===== src/rtl/dec2bin_pkg.sv =====
package dec2bin_pkg;

  typedef enum logic [1:0] {
    ST_IDLE = 2'd0,
    ST_RUN  = 2'd1,
    ST_FIN  = 2'd2
  } conv_state_t;

  localparam logic [7:0] CH_ZERO  = 8'h30;
  localparam logic [7:0] CH_NINE  = 8'h39;
  localparam logic [7:0] CH_MINUS = 8'h2D;

  // Digit value of a character byte; anything outside '0'..'9' counts as zero.
  function automatic logic [3:0] char_digit(input logic [7:0] b);
    if (b >= CH_ZERO && b <= CH_NINE) return b[3:0];
    return 4'd0;
  endfunction

endpackage


===== src/rtl/d2b_snap.sv =====
module d2b_snap #(
  parameter int DIGITS = 4,
  parameter int CHAR_W = 8
) (
  input  logic                     clk,
  input  logic                     rst,
  input  logic                     load_i,
  input  logic [DIGITS*CHAR_W-1:0] chars_i,
  input  logic [CHAR_W-1:0]        sign_i,
  output logic [DIGITS*CHAR_W-1:0] chars_q,
  output logic [CHAR_W-1:0]        sign_q
);

  genvar g;
  generate
    for (g = 0; g < DIGITS; g++) begin : g_pos
      always_ff @(posedge clk) begin
        if (rst)         chars_q[g*CHAR_W +: CHAR_W] <= '0;
        else if (load_i) chars_q[g*CHAR_W +: CHAR_W] <= chars_i[g*CHAR_W +: CHAR_W];
      end
    end
  endgenerate

  always_ff @(posedge clk) begin
    if (rst)         sign_q <= '0;
    else if (load_i) sign_q <= sign_i;
  end

  AST_SNAP_FROZEN: assert property (@(posedge clk) disable iff (rst)
    !load_i |=> ($stable(chars_q) && $stable(sign_q)));

endmodule


===== src/rtl/d2b_mac.sv =====
module d2b_mac #(
  parameter int CHAR_W = 8,
  parameter int ACC_W  = 14
) (
  input  logic              clk,
  input  logic              rst,
  input  logic              clr_i,
  input  logic              step_i,
  input  logic [CHAR_W-1:0] byte_i,
  output logic [ACC_W-1:0]  acc_o
);
  import dec2bin_pkg::*;

  logic [3:0]       dval;
  logic [ACC_W-1:0] acc_times10;

  always_comb begin
    dval        = char_digit(byte_i[7:0]);
    acc_times10 = (acc_o << 3) + (acc_o << 1);
  end

  always_ff @(posedge clk) begin
    if (rst || clr_i) acc_o <= '0;
    else if (step_i)  acc_o <= acc_times10 + ACC_W'(dval);
  end

endmodule


===== src/rtl/d2b_sat.sv =====
module d2b_sat #(
  parameter int ACC_W = 14,
  parameter int OUT_W = 12
) (
  input  logic [ACC_W-1:0] mag_i,
  input  logic             neg_i,
  output logic [OUT_W-1:0] res_o
);
  localparam int CMP_W = ((ACC_W > OUT_W) ? ACC_W : OUT_W) + 1;
  localparam logic [CMP_W-1:0] POS_LIM = CMP_W'((64'd1 << (OUT_W-1)) - 64'd1);
  localparam logic [CMP_W-1:0] NEG_LIM = CMP_W'(64'd1 << (OUT_W-1));

  logic [CMP_W-1:0] mag_ext, lim, clipped, negated;

  always_comb begin
    mag_ext = CMP_W'(mag_i);
    lim     = neg_i ? NEG_LIM : POS_LIM;
    clipped = (mag_ext > lim) ? lim : mag_ext;
    negated = '0 - clipped;
    res_o   = neg_i ? negated[OUT_W-1:0] : clipped[OUT_W-1:0];
  end

endmodule


===== src/rtl/dec2bin_conv.sv =====
module dec2bin_conv #(
  parameter int DIGITS = 4,
  parameter int CHAR_W = 8,
  parameter int OUT_W  = 12
) (
  input  logic                     clk,
  input  logic                     rst,
  input  logic                     start_i,
  input  logic [DIGITS*CHAR_W-1:0] chars_i,
  input  logic [CHAR_W-1:0]        sign_i,
  output logic                     ready_o,
  output logic                     done_o,
  output logic [OUT_W-1:0]         value_o
);
  import dec2bin_pkg::*;

  localparam int ACC_W = $clog2(10**DIGITS);
  localparam int CNT_W = (DIGITS > 1) ? $clog2(DIGITS) : 1;
  localparam logic [CNT_W-1:0] CNT_LAST = CNT_W'(DIGITS-1);

  conv_state_t state_q, state_n;
  logic [CNT_W-1:0]         cnt_q;
  logic                     load, step;
  logic [DIGITS*CHAR_W-1:0] snap_chars;
  logic [CHAR_W-1:0]        snap_sign;
  logic [CHAR_W-1:0]        cur_byte;
  logic [ACC_W-1:0]         acc;
  logic [OUT_W-1:0]         sat_res;

  always_comb begin
    state_n = state_q;
    load    = 1'b0;
    step    = 1'b0;
    case (state_q)
      ST_IDLE: if (start_i) begin
        load    = 1'b1;
        state_n = ST_RUN;
      end
      ST_RUN: begin
        step = 1'b1;
        if (cnt_q == CNT_LAST) state_n = ST_FIN;
      end
      ST_FIN:  state_n = ST_IDLE;
      default: state_n = ST_IDLE;
    endcase
  end

  always_comb cur_byte = snap_chars[(DIGITS-1-int'(cnt_q))*CHAR_W +: CHAR_W];

  always_ff @(posedge clk) begin
    if (rst) begin
      state_q <= ST_IDLE;
      cnt_q   <= '0;
      ready_o <= 1'b1;
      done_o  <= 1'b0;
      value_o <= '0;
    end else begin
      state_q <= state_n;
      ready_o <= (state_n == ST_IDLE);
      done_o  <= (state_q == ST_FIN);
      if (load)      cnt_q <= '0;
      else if (step) cnt_q <= cnt_q + 1'b1;
      if (state_q == ST_FIN) value_o <= sat_res;
    end
  end

  d2b_snap #(.DIGITS(DIGITS), .CHAR_W(CHAR_W)) u_snap (
    .clk(clk), .rst(rst), .load_i(load), .chars_i(chars_i), .sign_i(sign_i),
    .chars_q(snap_chars), .sign_q(snap_sign)
  );

  d2b_mac #(.CHAR_W(CHAR_W), .ACC_W(ACC_W)) u_mac (
    .clk(clk), .rst(rst), .clr_i(load), .step_i(step), .byte_i(cur_byte), .acc_o(acc)
  );

  d2b_sat #(.ACC_W(ACC_W), .OUT_W(OUT_W)) u_sat (
    .mag_i(acc), .neg_i(snap_sign == CH_MINUS), .res_o(sat_res)
  );

  AST_READY_DROP: assert property (@(posedge clk) disable iff (rst)
    (start_i && ready_o) |=> !ready_o);
  AST_DONE_PULSE: assert property (@(posedge clk) disable iff (rst)
    done_o |=> !done_o);
  AST_VALUE_HOLD: assert property (@(posedge clk) disable iff (rst)
    !done_o |-> $stable(value_o));
  AST_DONE_READY: assert property (@(posedge clk) disable iff (rst)
    done_o |-> ready_o);
  AST_BUSY_NO_DONE: assert property (@(posedge clk) disable iff (rst)
    (!ready_o && !done_o) |=> !(ready_o && !done_o));

endmodule


===== config.mk =====
export PLATFORM = sky130hd
export DESIGN_NAME = dec2bin_conv
export DESIGN_NICKNAME = d
export VERILOG_FILES = /design/src/rtl/dec2bin_pkg.sv /design/src/rtl/d2b_snap.sv /design/src/rtl/d2b_mac.sv /design/src/rtl/d2b_sat.sv /design/src/rtl/dec2bin_conv.sv
export SDC_FILE = /design/constraint.sdc
export NUM_CORES = 1
export LEC_CHECK = 0
export ABC_CLOCK_PERIOD_IN_PS = 3220
export BUFFER_PORTS_ARGS = -buffer_cell sky130_fd_sc_hd__buf_2
export CORE_MARGIN = 10
export CORE_UTILIZATION = 40
export CTS_CLUSTER_DIAMETER = 150
export CTS_CLUSTER_SIZE = 40
export DETAILED_ROUTE_END_ITERATION = 12
export MAX_ROUTING_LAYER = met4
export SYNTH_ARGS = -nofsm -noshare
export SYNTH_HDL_FRONTEND = slang
export SYNTH_SLANG_ARGS = --single-unit

===== constraint.sdc =====
create_clock -name clk -period 3.22 [get_ports clk]
set_input_delay 0.483 -clock clk [delete_from_list [all_inputs] [get_ports clk]]
set_output_delay 0.483 -clock clk [all_outputs]
set_load 0.01 [all_outputs]

Word-level counts from Yosys, hierarchy flattened. Cells that the tools add are included.

Flip-flop bits (word level): 72. Input bits: 43. Output and inout bits: 14.

Add/sub/neg operators: 5. Order comparisons: 3. Equality and inequality tests: 4. Shift operators: 1. Mux-type cells: 12. Reductions and logical operators: 5.

Operators with widths (number): 12-bit 2-to-1 mux (3); 32-bit by 6-bit variable part select with 8-bit output (1); 14-bit adder (1); 14-bit by 4-bit adder with 14-bit output (1); 14-bit by 12-bit greater-than comparator with 1-bit output (1); 1-bit by 12-bit subtractor with 12-bit output, first input constant (1); 8-bit by 6-bit == test with 1-bit output, second input constant (1); 8-bit by 6-bit greater-or-equal comparator with 1-bit output, second input constant (1); 8-bit by 6-bit less-or-equal comparator with 1-bit output, second input constant (1); 4-bit 2-to-1 mux (2); 2-bit == test, second input constant (2); 2-bit zero test (2); 1-bit 2-to-1 mux (4); 2-bit 2-to-1 mux (2); 2-bit case mux with 2 select lines (1); 2-bit by 2-bit subtractor with 3-bit output, first input constant (1); 2-bit by 1-bit adder with 2-bit output, second input constant (1); 2-bit by 1-bit == test with 1-bit output, second input constant (1); 2-bit OR reduction (1); 1-bit logical AND (1); 1-bit logical OR (1).

Logic depth before layout (Yosys ltp). Gate-level depths: netlist of run 1.

Depth in word-level cells: 7. Gate-level depth with buffers: 17.

Modules after synthesis. From an unflattened synthesis of run 1, not the netlist that was laid out.

Cells, all modules: 464. Area, all modules: 4239.1 um2.

By module, submodules not included: d2b_snap (times used 1, cells an instance 129, area each 1457.6 um2, seq. area each 800.8 um2); d2b_mac (times used 1, cells an instance 144, area each 1193.6 um2, seq. area each 280.3 um2); dec2bin_conv (times used 1, cells an instance 87, area each 865.8 um2, seq. area each 360.3 um2); d2b_sat (times used 1, cells an instance 104, area each 721.9 um2, seq. area each 0.0 um2).

Worst setup path after synthesis of run 1. No wires, ideal clock.

Path type: flip-flop to flip-flop. Start point: register u_snap.sign_q[2]. End point: register value_o[8]. Library setup time: 117 ps. Arrival: 3350 ps. Slack: -247 ps. Stages on the path, launching flop included: 17. Clock period less this slack: 3467 ps. Path through: dfxtp_1 -> nor4bb_1 -> nand2_1 -> inv_1 -> buf_2 -> ha_1 -> a211oi_1 -> o21ai_1 -> or2_1 -> o21a_1 -> o21ai_0 -> ha_1 -> clkbuf_1 -> a31oi_1 -> xnor2_1 -> nand2_1 -> a22o_1.

Word-level cells in the longest chain between the ends: 6.

RTL lines: from (decl) (line d2b_snap.sv:11) `output logic [CHAR_W-1:0] sign_q`; from (signal assigned) (line d2b_snap.sv:26) `else if (load_i) sign_q <= sign_i;`; 8-bit by 6-bit == test with 1-bit output * (line dec2bin_conv.sv:77) `.mag_i(acc), .neg_i(snap_sign == CH_MINUS), .res_o(sat_res)`; 12-bit 2-to-1 mux (line d2b_sat.sv:17) `lim = neg_i ? NEG_LIM : POS_LIM;`; 14-bit by 12-bit greater-than comparator with 1-bit output (line d2b_sat.sv:18) `clipped = (mag_ext > lim) ? lim : mag_ext;`; 12-bit 2-to-1 mux (line d2b_sat.sv:18); 1-bit by 12-bit subtractor with 12-bit output (line d2b_sat.sv:19) `negated = '0 - clipped;`; 12-bit 2-to-1 mux * (line d2b_sat.sv:20) `res_o = neg_i ? negated[OUT_W-1:0] : clipped[OUT_W-1:0];`; to (signal assigned) (line dec2bin_conv.sv:63) `if (state_q == ST_FIN) value_o <= sat_res;`; to (decl) (line dec2bin_conv.sv:13) `output logic [OUT_W-1:0] value_o`.

Mark *: on every way between the ends. The rest lies on a longest branch, timed or not. A chain may end at the register's enable or synchronous reset.

Final worst setup path of run 1.
Start point: register u_snap.chars_q[29]. End point: register u_mac.acc_o[12].

Word-level cells in the longest chain between the ends: 6. Elaborated cells between the ends (all ways): 7.

RTL lines: from (decl) (line d2b_snap.sv:10) `output logic [DIGITS*CHAR_W-1:0] chars_q,`; from (signal, indexed assignment) (line d2b_snap.sv:19) `else if (load_i) chars_q[g*CHAR_W +: CHAR_W] <= chars_i[g*CHAR_W +: CHAR_W];`; 32-bit by 6-bit variable part select with 8-bit output * (line dec2bin_conv.sv:48) `always_comb cur_byte = snap_chars[(DIGITS-1-int'(cnt_q))*CHAR_W +: CHAR_W];`; 8-bit by 6-bit greater-or-equal comparator with 1-bit output or 8-bit by 6-bit less-or-equal comparator with 1-bit output (tied branches) (line dec2bin_pkg.sv:15) `if (b >= CH_ZERO && b <= CH_NINE) return b[3:0];`; 1-bit logical AND * (line dec2bin_pkg.sv:15); 1-bit 2-to-1 mux * (line dec2bin_pkg.sv:15); 4-bit 2-to-1 mux * (line dec2bin_pkg.sv:16) `return 4'd0;`; 14-bit by 4-bit adder with 14-bit output * (line d2b_mac.sv:24) `else if (step_i) acc_o <= acc_times10 + ACC_W'(dval);`; to (signal assigned) (line d2b_mac.sv:24); to (decl) (line d2b_mac.sv:10) `output logic [ACC_W-1:0] acc_o`.

Marks and branches as above.

==> results of run 1 <==
==> state kept, by name (all words and copies together) (netlist names) <==
register	flops
u_snap.chars_q	32
u_mac.acc_o	14
value_o	12
u_snap.sign_q	8
cnt_q	2
state_q	2
done_o	1
ready_o	1
==> logic make-up after synthesis <==
| group | share of synthesized area |
|---|---|
| adder cells (fa/ha/maj) | 0.129 |
| buffers and inverters | 0.0333 |
| AO/OA/AOI/OAI | 0.283 |
| multiplexers | 0.0231 |
| AND/OR/NAND/NOR | 0.131 |
| flip-flops | 0.380 |
| XOR/XNOR | 0.0208 |
==> final cells by class <==
class	count	area (um^2)	area share
multi-input cells	292	2490	0.497
flip-flops and latches	72	1450	0.289
repair buffers	100	631	0.126
well taps	129	161	0.0323
clock buffers	10	128	0.0255
clock inverters	6	93.8	0.0188
inverters	13	53.8	0.0108
==> synth_stat cells, drive strengths merged (7+ instances only) <==
master / n
a22o: 47
inv: 13
clkbuf: 14
nand2: 28
a211oi: 7
or3: 7
nor3: 13
xnor2: 7
ha: 36
o21ai: 33
dfxtp: 72
nor2: 20
==> timing repair <==
action	CTS	global route
resized for setup	13	41
endpoints found under the setup margin	12	13
hold endpoints to repair	0	0
buffers inserted	3	4
pin swaps	17	24
==> layer usage <==
layer / up-vias / wire, um / GRT usage
met5: - / 0 / -
met4: 0 / 67 / 0.0477
met3: 6 / 343 / 0.0326
met2: 74 / 4740 / 0.223
met1: 1613 / 4800 / 0.177
li1: 1710 / - / -
==> metrics by stage <==
stage,cells,total power [W],TNS (ns),hold slack (ns),utilization
after floorplan,396,0.00107,-0.172,0.439,-
after global placement,599,0.00114,-1.30,0.431,0.486
after detailed placement,599,0.00114,-1.66,0.439,0.486
after CTS,618,0.00194,-0.798,0.326,0.517
after global routing,622,0.00201,-1.96,0.323,0.541
final,622,0.00193,-0.854,0.341,0.541
==> power by group through the flow <==
stage          Combinational (W)  Sequential, W  Clock, W
3_5_place_dp            0.000165       0.000979         0
5_1_grt                 0.000188       0.000967  0.000860
2_1_floorplan          0.0000972       0.000971         0
6_report                0.000171       0.000962  0.000802
3_3_place_gp            0.000162       0.000977         0
4_1_cts                 0.000166       0.000958  0.000815
==> how the worst min path moves through the flow <==
stage                                      endpoint  slack [ns]                    startpoint
floorplan              u_mac.acc_o[13]$_SDFFE_PP0N_        0.44  u_mac.acc_o[13]$_SDFFE_PP0N_
global placement            value_o[0]$_SDFFE_PP0P_        0.43       value_o[0]$_SDFFE_PP0P_
detailed placement          value_o[0]$_SDFFE_PP0P_        0.44       value_o[0]$_SDFFE_PP0P_
CTS                   u_snap.sign_q[0]$_SDFFE_PP0P_        0.33                     sign_i[0]
global route          u_snap.sign_q[0]$_SDFFE_PP0P_        0.32                     sign_i[0]
finish              u_snap.chars_q[19]$_SDFFE_PP0P_        0.34                   chars_i[19]
==> summary by stage, run 1 <==
Setup path
The cell depth of the worst flop-to-flop path is 14. The cell type of the slowest stage on the worst timing path is fa_2. Among cell families on the critical path, the largest total delay comes from simple AND/OR/NAND/NOR gates. By startpoint and endpoint, the worst setup path is classified as register to register. For the worst setup path, the data arrival time is 3.69 ns. Of all nets on the critical path, the largest fanout is 4.

The startpoint identified for the worst register-to-register timing path is u_snap.chars_q[29]$_SDFFE_PP0P_. Walking the worst path, the cells encountered are nand2_2, or4_4, o21ai_4, a21oi_2, a21oi_2, nand3_2, fa_2, fa_2, nor2b_1, o21a_1, o21ai_4, a211oi_2, or4_1, a32o_1. The critical path contains buffers and inverters numbering 0 combined. The endpoint type of the worst setup path is a register. The endpoint of the worst register-to-register path is u_mac.acc_o[12]$_SDFFE_PP0N_. The worst setup path is launched from a register. The critical path depth in cells is 14.

The most critical setup path has its startpoint at u_snap.chars_q[29]$_SDFFE_PP0P_. The worst stage delay on the critical path is 0.57 ns. Data on the critical path is required at its endpoint by 3.46 ns.

The setup slack of the worst register-to-register path is -0.23 ns. Following the worst setup path forward leads to its endpoint at u_mac.acc_o[12]$_SDFFE_PP0N_.

Synthesis
After synthesis the netlist holds a flip-flop and latch count of 72. The biggest area contributor in the post-synthesis netlist is dfxtp_1. The synthesized instance count is 396. After synthesis, the share of flip-flops with an asynchronous set or reset is 0. The top flip-flop cell by instance count after synthesis is dfxtp_1. The number of library cell types mapped by synthesis is 57. The area share of the largest cell type after synthesis is 0.380. The number of nets in the synthesized netlist is 477. The synthesized design contains 0 enable-type register cells. The post-synthesis sequential area ratio is 0.380. The number of warning messages in the yosys log is 0. The summed instance area of the synthesized netlist is 3800 um^2. After synthesis, the cell types taking the most area are dfxtp_1, ha_1, a22o_1.

In this run the mean area of a mapped cell was 9.59 um^2.

Power and ir drop
The internal portion of the total power is 0.00146 W. The net switching share of the total power is 0.244. Dividing total power by cell area gives a power density of 387 nW/um^2.

The part of the total power dissipated in the clock network is 0.415. Of the total power, combinational logic draws 0.088. In this run the power spent charging and discharging nets is 0.000473 W. The static power due to leakage is 2.25 nW. IR analysis of the VDD net gives a maximum drop of 177 uV. The share of total power dissipated in sequential elements is 0.497.

STA
Setup repair after global routing could not meet its margin everywhere. The shortest clock period the worst path allows after layout is 3.45 ns. The final cycle utilization of the critical path is 1.07. The count of endpoints failing hold in the final timing report came to 0. The final worst setup slack is -0.226 ns. The max-slew violation count is 0. Setup violations remaining at the end of the flow were counted as 7. Across the routed clock network, the largest skew measured is 0.0159 ns.

Timing would allow up to 290 MHz. In this run the tightest slew margin relative to its limit is 0.677. For the pin with the worst max-slew slack, the measured transition is 0.480 ns.

Finish
In the final layout, the share of cells above drive strength 1 is 0.349. The area growth from synthesis to layout is 31.7%. Leaving out fill and tap cells, the most frequent cells in the layout are dfxtp_1, buf_2, a22o_1. The final net count is 569. The number of antenna diodes in the final layout is 0. The library cell used most frequently in the layout, excluding fill and tap cells, is dfxtp_1. After routing the design area is 5000 um^2. After filler insertion, the fill cell instance count of the layout stands at 829.

Die
From bottom edge to top edge, the die measures 117 um. The region available for standard cell placement spans 9240 um^2. 57 I/O pins were placed. The overall die width is 117 um. The total number of placement rows is 35.

The area of the die is 13800 um^2. For this configuration, the core starts out at a cell density of 0.411.

Global routing
The wire length of the first global-routing pass is 16500 um. Summed over all layers, the global routing overflow is 0. The pin count of the biggest net entering global routing is 43. The number of global-route vias before repair is 3393.

The initial antenna violation count is 0. Across every metal layer, demand over resource in global routing totals 0.143.

Run status
The flow ran to the end, but the final reports show violations. The checks that failed: negative setup slack.

Placement
Summing all placed instances gives a cell area of 4490 um^2. The number of port buffers is 56. The worst slack at placement is -0.269 ns. The weighted congestion at the end of routability-driven global placement is 0.847. Once detailed placement completed, the half-perimeter wirelength came to 7310 um.

Min path
The path class of the lowest-slack min-delay path is input port to register. The number of stages on the worst hold path is 2.

Drt
In the routed design, unresolved DRC markers number 0. In the routed layout, each cell is associated on average with a via count of 5.47. Summed over all layers, the routed wires come to 9940 um. The detailed-router iteration count before antenna repair is 4. The post-detailed-route wirelength per cell is 16.0 um. After the first detailed-routing iteration, the DRC count stood at 207.

The number of nets with antenna violations after detailed routing is 0. The total vias in the final route is 3403.

Clock network
The total clock buffers created by CTS is 9. The clock tree from TritonCTS is done. The post-cts hold buffer count is 0. The clock transition time at the flip-flop clock pins of the worst setup and hold paths is 0.09 ns. The number of sinks driven by the clock tree is 72.

The root buffer cell chosen for the clock tree is clkbuf_8. The clock reaches the later pin of the worst-skew pair after 0.35 ns. The number of levels in the clock H-tree is 3. The worst-case clock buffer depth is 2.

Job
The max capacitance violation total is 0.
(Power assumes the default switching activity.)
==> run 2: changes to the inputs <==
--- a/config.mk
+++ b/config.mk
@@ -5,7 +5,7 @@
 export SDC_FILE = /design/constraint.sdc
 export NUM_CORES = 1
 export LEC_CHECK = 0
-export ABC_CLOCK_PERIOD_IN_PS = 3220
+export ABC_CLOCK_PERIOD_IN_PS = 4300
 export BUFFER_PORTS_ARGS = -buffer_cell sky130_fd_sc_hd__buf_2
 export CORE_MARGIN = 10
 export CORE_UTILIZATION = 40
==> constraint.sdc (replaced) <==
create_clock -name clk -period 4.3 [get_ports clk]
set_input_delay 0.645 -clock clk [delete_from_list [all_inputs] [get_ports clk]]
set_output_delay 0.645 -clock clk [all_outputs]
set_load 0.01 [all_outputs]
==> run 2 against run 1 <==
Net effect:
- the flow now finishes without violations
- combinational power is 40% lower
- design area is 12% lower
- sequential share of layout area rose by 3.7 points
- global-route usage fell by 0.95 points
- clock power fell by 31%
- critical path depth unchanged
- highest routed layer unchanged
==> summary by stage, run 2 (synthesis results as in run 1) <==
STA
At the pin with the least slew margin, the transition time is 1.16 ns. In this run the tightest slew margin relative to its limit is 0.227. The final worst setup slack is 0.357 ns. The achievable frequency is 254 MHz. The count of endpoints failing hold in the final timing report is 0. Setup violations remaining at the end of the flow were counted as 0.

Setup repair after global routing left no endpoint under its margin. The summed negative setup slack over all endpoints is 0 ns. The max-slew violation count is 0. Across the routed clock network, the largest skew measured is 0.00595 ns. The shortest clock period the worst path allows after layout is 3.94 ns. The final cycle utilization of the critical path is 0.917.

The smallest hold slack is 0.445 ns.

Drt
After detailed routing, the number of vias per cell comes to 5.53. The number of nets with antenna violations after detailed routing is 0. The first routing iteration left 181 violations. The first detailed-routing pass took 4 iterations. The total vias in the final route is 3222.

The post-detailed-route wirelength per cell is 15.5 um. After detailed routing, the total wire length is 9060 um. For this run, design rule violations remaining after detail routing come to 0.

Setup path
Data on the critical path is required at its endpoint by 4.54 ns. The data arrival time of the critical path is 4.18 ns. The number of buffers and inverters on the critical path is 1. STA classifies the critical path endpoint as a register.

The critical path goes through or4_1, o21ai_0, a21oi_1, a21oi_1, nand3_1, fa_1, inv_1, ha_1, a211oi_2, o21bai_1, a21o_1, a21o_1, a211o_1, a32o_1. The family of cells with the greatest summed delay on the critical path is compound AO/OA/AOI/OAI gates. The launch point of the worst reg-to-reg path is cnt_q[0]$_SDFFE_PP0N_. On the worst path, the slowest cell contributes a delay of 0.58 ns. The critical path start-end classification is register to register. The critical-path maximum fanout is 14. In this run the worst setup path begins at cnt_q[0]$_SDFFE_PP0N_. The slowest stage of the critical path belongs to the cell or4_1.

The worst setup path is launched from a register.

Placement
Routability-driven placement finished with a final weighted congestion of 0.806. The number of placed instances with taps included is 567. The worst slack at placement is 0.398 ns. The sum of net half-perimeters after detailed placement is 6700 um. The number of port buffers is 56.

Clock network
Clock-pin slew was measured on the worst setup and hold paths at 0.08 ns. No sink is reached through more buffers than the 2 on the longest clock path. Clock tree synthesis selected as its root buffer the cell clkbuf_8.

Post-CTS repair changed the size of 0 cells. After clock tree synthesis, the setup repair step added 0 buffers. The clock latency at the later pin of the worst-skew pair is 0.34 ns. The clock net in this run drives a total of 72 sinks. The total clock buffers created by CTS is 9. The clock tree from TritonCTS is done.

The post-cts hold buffer count is 0. The H-tree was split into 3 levels.

Global routing
The initial antenna violation count is 0. The number of global-route vias before repair came to 3135. The global routing usage on met1 is 0.164.

The first global-routing pass estimated 15200 um of wire. In the global route stage, overall resource usage came out at 0.133. In the global route stage, met2 resource usage came out at 0.207.

The layer flagged by global routing as most heavily used is met2. The pin count of the biggest net entering global routing is 43. For this run, global-route usage on met3 was measured as 0.0326.

For this run the aggregate overflow at the end of global routing stands at 0.

Job
Across the run, the number of max-cap violations was 0.

Finish
Leaving out fill and tap cells, the most frequent cell in the layout is dfxtp_1. The register bank with the most flops is u_snap.chars_q. The utilization after layout is 0.478. The flip-flop count of the largest register after layout is 32. The library cells used most frequently in the layout, excluding fill and tap cells, are dfxtp_1, buf_2, a22o_1. The largest registers in the layout are u_snap.chars_q (32), u_mac.acc_o (14), value_o (12). The share of final-layout standard cells stronger than drive strength 1 is 0.198. The repair_antennas step left the layout with diodes totalling 0. The count of cells in the finished layout, fillers not included, comes to 583.

The area growth from synthesis to layout is 16.2%. The final net count is 530.

Die
The die covers 13800 um^2. The overall die width is 117 um. The die is 117 um tall.

The starting density of the core is 0.411. For this design the top-level I/O count stands at 57. The region available for standard cell placement spans 9240 um^2. The total number of placement rows is 35.

Power and ir drop
In this run the static leakage power is 2.00 nW. The worst-case vdd ir drop is 159 uV. The areal power density over the cells is 312 nW/um^2.

Min path
The hold path startpoint is value_o[1]$_SDFFE_PP0P_. The worst hold path belongs to the class register to register.

Run status
The flow ran to the end, and the final reports show no timing, DRC or antenna violations.
## run 2: changes by cell type in the layout (fill, tap and decap cells not counted), moves of 4 or more
cell,delta
buf_4,-36
dfxtp_1,+5
dfxtp_2,-5
ha_1,+5
ha_4,-5
a21oi_1,+4
a21oi_2,-4
o21ai_0,+4
## run 2: final timing paths
path                                  to  slack [ns]  cells after the start
max reg2reg  u_mac.acc_o[9]$_SDFFE_PP0N_        0.36                     14
min              value_o[1]$_SDFFE_PP0P_        0.45                      2
max          u_mac.acc_o[9]$_SDFFE_PP0N_        0.36                     14
min reg2reg      value_o[1]$_SDFFE_PP0P_        0.45                      2
## run 2: final cells by class
cell class / instances / area, um^2
clock buffer: 9 / 124
clock inverter: 7 / 78.8
fill: 916 / 4830
inverter: 13 / 48.8
multi-input combinational: 292 / 2240
sequential: 72 / 1440
tap: 129 / 161
timing repair buffer: 61 / 318
## run 2: worst register-to-register path, stage by stage (launching register included)
cell	delay, ns
dfxtp_1	0.49
or4_1	0.58
o21ai_0	0.11
a21oi_1	0.09
a21oi_1	0.22
nand3_1	0.13
fa_1	0.56
inv_1	0.06
ha_1	0.32
a211oi_2	0.27
o21bai_1	0.11
a21o_1	0.20
a21o_1	0.18
a211o_1	0.28
a32o_1	0.25
## run 2: metrics by stage
step           total power (W)  instance area (um^2)
2_1_floorplan         0.000799                  3800
5_1_grt                0.00144                  4410
3_5_place_dp          0.000841                  4210
3_3_place_gp          0.000838                  4210
4_1_cts                0.00140                  4410
6_report               0.00138                  4410
## run 2: power breakdown
part	internal [W]	total, W	switching, W
clock	0.000274	0.000554	0.000280
combinational	0.0000514	0.000103	0.0000518
sequential	0.000697	0.000721	0.0000239
## run 2: per-layer routing
metal / wire length, um / up-vias
met4: 93 / 0
met3: 350 / 7
met1: 4420 / 1506
met5: 0 / -
li1: - / 1634
met2: 4200 / 75
==> run 3: changes to the inputs <==
--- a/config.mk
+++ b/config.mk
@@ -7,7 +7,7 @@
 export LEC_CHECK = 0
 export ABC_CLOCK_PERIOD_IN_PS = 4300
 export BUFFER_PORTS_ARGS = -buffer_cell sky130_fd_sc_hd__buf_2
-export CORE_MARGIN = 10
+export CORE_MARGIN = 5
 export CORE_UTILIZATION = 40
 export CTS_CLUSTER_DIAMETER = 150
 export CTS_CLUSTER_SIZE = 40
==> run 3 against run 2 <==
Net effect:
- setup slack better by 0.040 ns
- first-iteration DRC count is 37% lower
- core utilization is 0.081 points lower
- clock power is 1% lower
- critical path type unchanged
- design area is 0.17% lower
- sequential power hardly changed
- total power is 0.40% lower
==> summary by stage, run 3 (synthesis results as in run 1) <==
STA
Setup repair after global routing left no endpoint under its margin. The max-slew violation count is 0. The clock period could shrink to 3.90 ns.

Setup violations remaining at the end of the flow were counted as 0. The achievable frequency is 256 MHz. Of the available clock period, the critical path in the final layout requires 0.908.

The count of endpoints failing hold in the final timing report was 0. The pin slew with the least headroom to its limit is 1.17 ns. The relative slew slack is 0.218. The setup clock skew after layout is 0.00901 ns. The worst path meets setup with 0.397 ns of slack. The summed negative setup slack over all endpoints is 0 ns.

Run status
The flow ran to the end, and the final reports show no timing, DRC or antenna violations.

Finish
The final design instance area without fill is 4410 um^2. u_snap.chars_q holds more flip-flops than any other register. The final net count is 530. The share of final-layout standard cells stronger than drive strength 1 is 0.196. For this run, the number of standard cells in the final layout without fillers is 583. The largest registers in the layout are u_snap.chars_q (32), u_mac.acc_o (14), value_o (12). Leaving out fill and tap cells, the most frequent cell in the layout is dfxtp_1. The register with the most flip-flops in the layout has 32 of them. The area growth from synthesis to layout is 16.0%. The number of antenna repair diodes is 0.

In the layout the commonest cells are dfxtp_1, buf_2, a22o_1.

Global routing
In the global route stage, overall resource usage came out at 0.159. The number of global-route vias before repair is 3025. For met2 alone, demand over resource in global routing was 0.242. The initial antenna violation count is 0. The total overflow left after global routing is 0.

The global routing stage identified its most utilized layer as met2. The global routing met3 resource utilization is 0.0372. The global routing usage on met1 is 0.208.

The first global-routing pass estimated 14400 um of wire. Entering global routing, the biggest net connects 43 pins.

Placement
The number of placed instances with taps included is 567. Detailed placement finished with a half-perimeter wire length of 6370 um. The placed instances occupy a cell area of 4210 um^2. The weighted congestion at the end of routability-driven global placement is 0.787. Timing analysis after detailed placement gives a worst setup slack of 0.391 ns. In this run the tool buffered the top-level ports with 56 buffer cells.

Drt
The post-detailed-route wirelength per cell is 15.0 um. The first TritonRoute pass finished after 4 iterations. The residual DRC count is 0.

The total wire length is 8750 um. The total vias in the final route is 3240. In this run, the number of DRC markers left after iteration 0 of detailed routing was 114. In this run the remaining antenna-violating nets after routing total 0. The via density per instance is 5.56.

Min path
In this run the worst hold path is classified as register to register.

Clock network
After clock tree synthesis, the setup repair step added 0 buffers. The post-cts hold buffer count is 0. The number of sinks driven by the clock tree is 72. The clock passes through at most 2 buffers. Buffers inserted during clock tree synthesis total 9. TritonCTS built the clock tree. The tree is rooted in a clkbuf_8. The clock transition time at the flip-flop clock pins of the worst setup and hold paths is 0.09 ns. The later pin in the worst-skew pair is clocked with a latency of 0.36 ns.

The number of instances resized during post-cts repair is 0. The number of levels in the clock H-tree is 3.

Setup path
The data arrival time of the critical path is 4.16 ns. The startpoint identified for the worst register-to-register timing path is cnt_q[0]$_SDFFE_PP0N_. For the worst setup path, the data required time is 4.55 ns. The worst register-to-register path has a setup slack of 0.40 ns.

The critical-path maximum fanout is 14. Tracing the worst setup path back leads to its startpoint at cnt_q[0]$_SDFFE_PP0N_. The setup path with the least slack is of type register to register. The nature of the critical path startpoint is a register. The endpoint type of the worst setup path is a register.

The capturing instance or port of the critical path is u_mac.acc_o[9]$_SDFFE_PP0N_. In this run the critical register-to-register path is captured at u_mac.acc_o[9]$_SDFFE_PP0N_. The cell depth of the worst flop-to-flop path is 14.

Power and ir drop
The worst-case vdd ir drop is 151 uV. In this run the static leakage power is 1.99 nW. The areal power density over the cells is 312 nW/um^2.

Die
The area of the core is 9240 um^2. The area of the die is 11500 um^2. The number of I/O pins is 57.

The total number of placement rows is 35. For this configuration, the core starts out at a cell density of 0.411. The die outline height is 107 um. The die is 107 um wide.

Job
Across the run, the number of max-cap violations was 0.
## run 3: changes by cell type in the layout (fill, tap and decap cells not counted)
cell / before / now
clkinvlp_4: 0 / 2
clkbuf_1: 0 / 1
clkinv_4: 3 / 0
## run 3: per-layer routing
layer	routed length, um	vias to the layer above
met2	3900	68
met5	0	-
li1	-	1637
met1	4350	1525
met4	111	0
met3	386	10
## run 3: how the worst min path moves through the flow
stage	startpoint	end	slack (ns)	depth (start not counted)
global route	chars_i[26]	u_snap.chars_q[26]$_SDFFE_PP0P_	0.47	2
floorplan	u_mac.acc_o[13]$_SDFFE_PP0N_	u_mac.acc_o[13]$_SDFFE_PP0N_	0.44	2
CTS	value_o[1]$_SDFFE_PP0P_	value_o[1]$_SDFFE_PP0P_	0.45	2
detailed placement	value_o[0]$_SDFFE_PP0P_	value_o[0]$_SDFFE_PP0P_	0.44	2
finish	value_o[1]$_SDFFE_PP0P_	value_o[1]$_SDFFE_PP0P_	0.44	2
global placement	value_o[9]$_SDFFE_PP0P_	value_o[9]$_SDFFE_PP0P_	0.44	2
## run 3: per-stage QoR
step	utilization	hold WS [ns]	power (W)
2_1_floorplan	-	0.439	0.000799
3_3_place_gp	0.456	0.435	0.000838
3_5_place_dp	0.456	0.437	0.000841
4_1_cts	0.477	0.450	0.00139
5_1_grt	0.477	0.468	0.00143
6_report	0.477	0.445	0.00137
## run 3: worst max-delay path: stages (launching register included)
cell,delay (ns)
dfxtp_1,0.50
or4_1,0.56
o21ai_0,0.11
a21oi_1,0.10
a21oi_1,0.22
nand3_1,0.13
fa_1,0.55
inv_1,0.06
ha_1,0.32
a211oi_2,0.24
o21bai_1,0.11
a21o_1,0.20
a21o_1,0.18
a211o_1,0.28
a32o_1,0.25
## run 3: power by group
part / switching, W / internal, W
Sequential: 0.0000239 / 0.000697
Combinational: 0.0000517 / 0.0000515
Clock: 0.000277 / 0.000271
Total: 0.000353 / 0.00102
## run 3: final cells by class
| type | count | area [um^2] |
|---|---|---|
| tap | 129 | 161 |
| fill | 871 | 4830 |
| timing repair buffer | 61 | 318 |
| multi-input combinational | 292 | 2240 |
| clock buffer | 10 | 128 |
| sequential | 72 | 1440 |
| inverter | 13 | 48.8 |
| clock inverter | 6 | 67.6 |
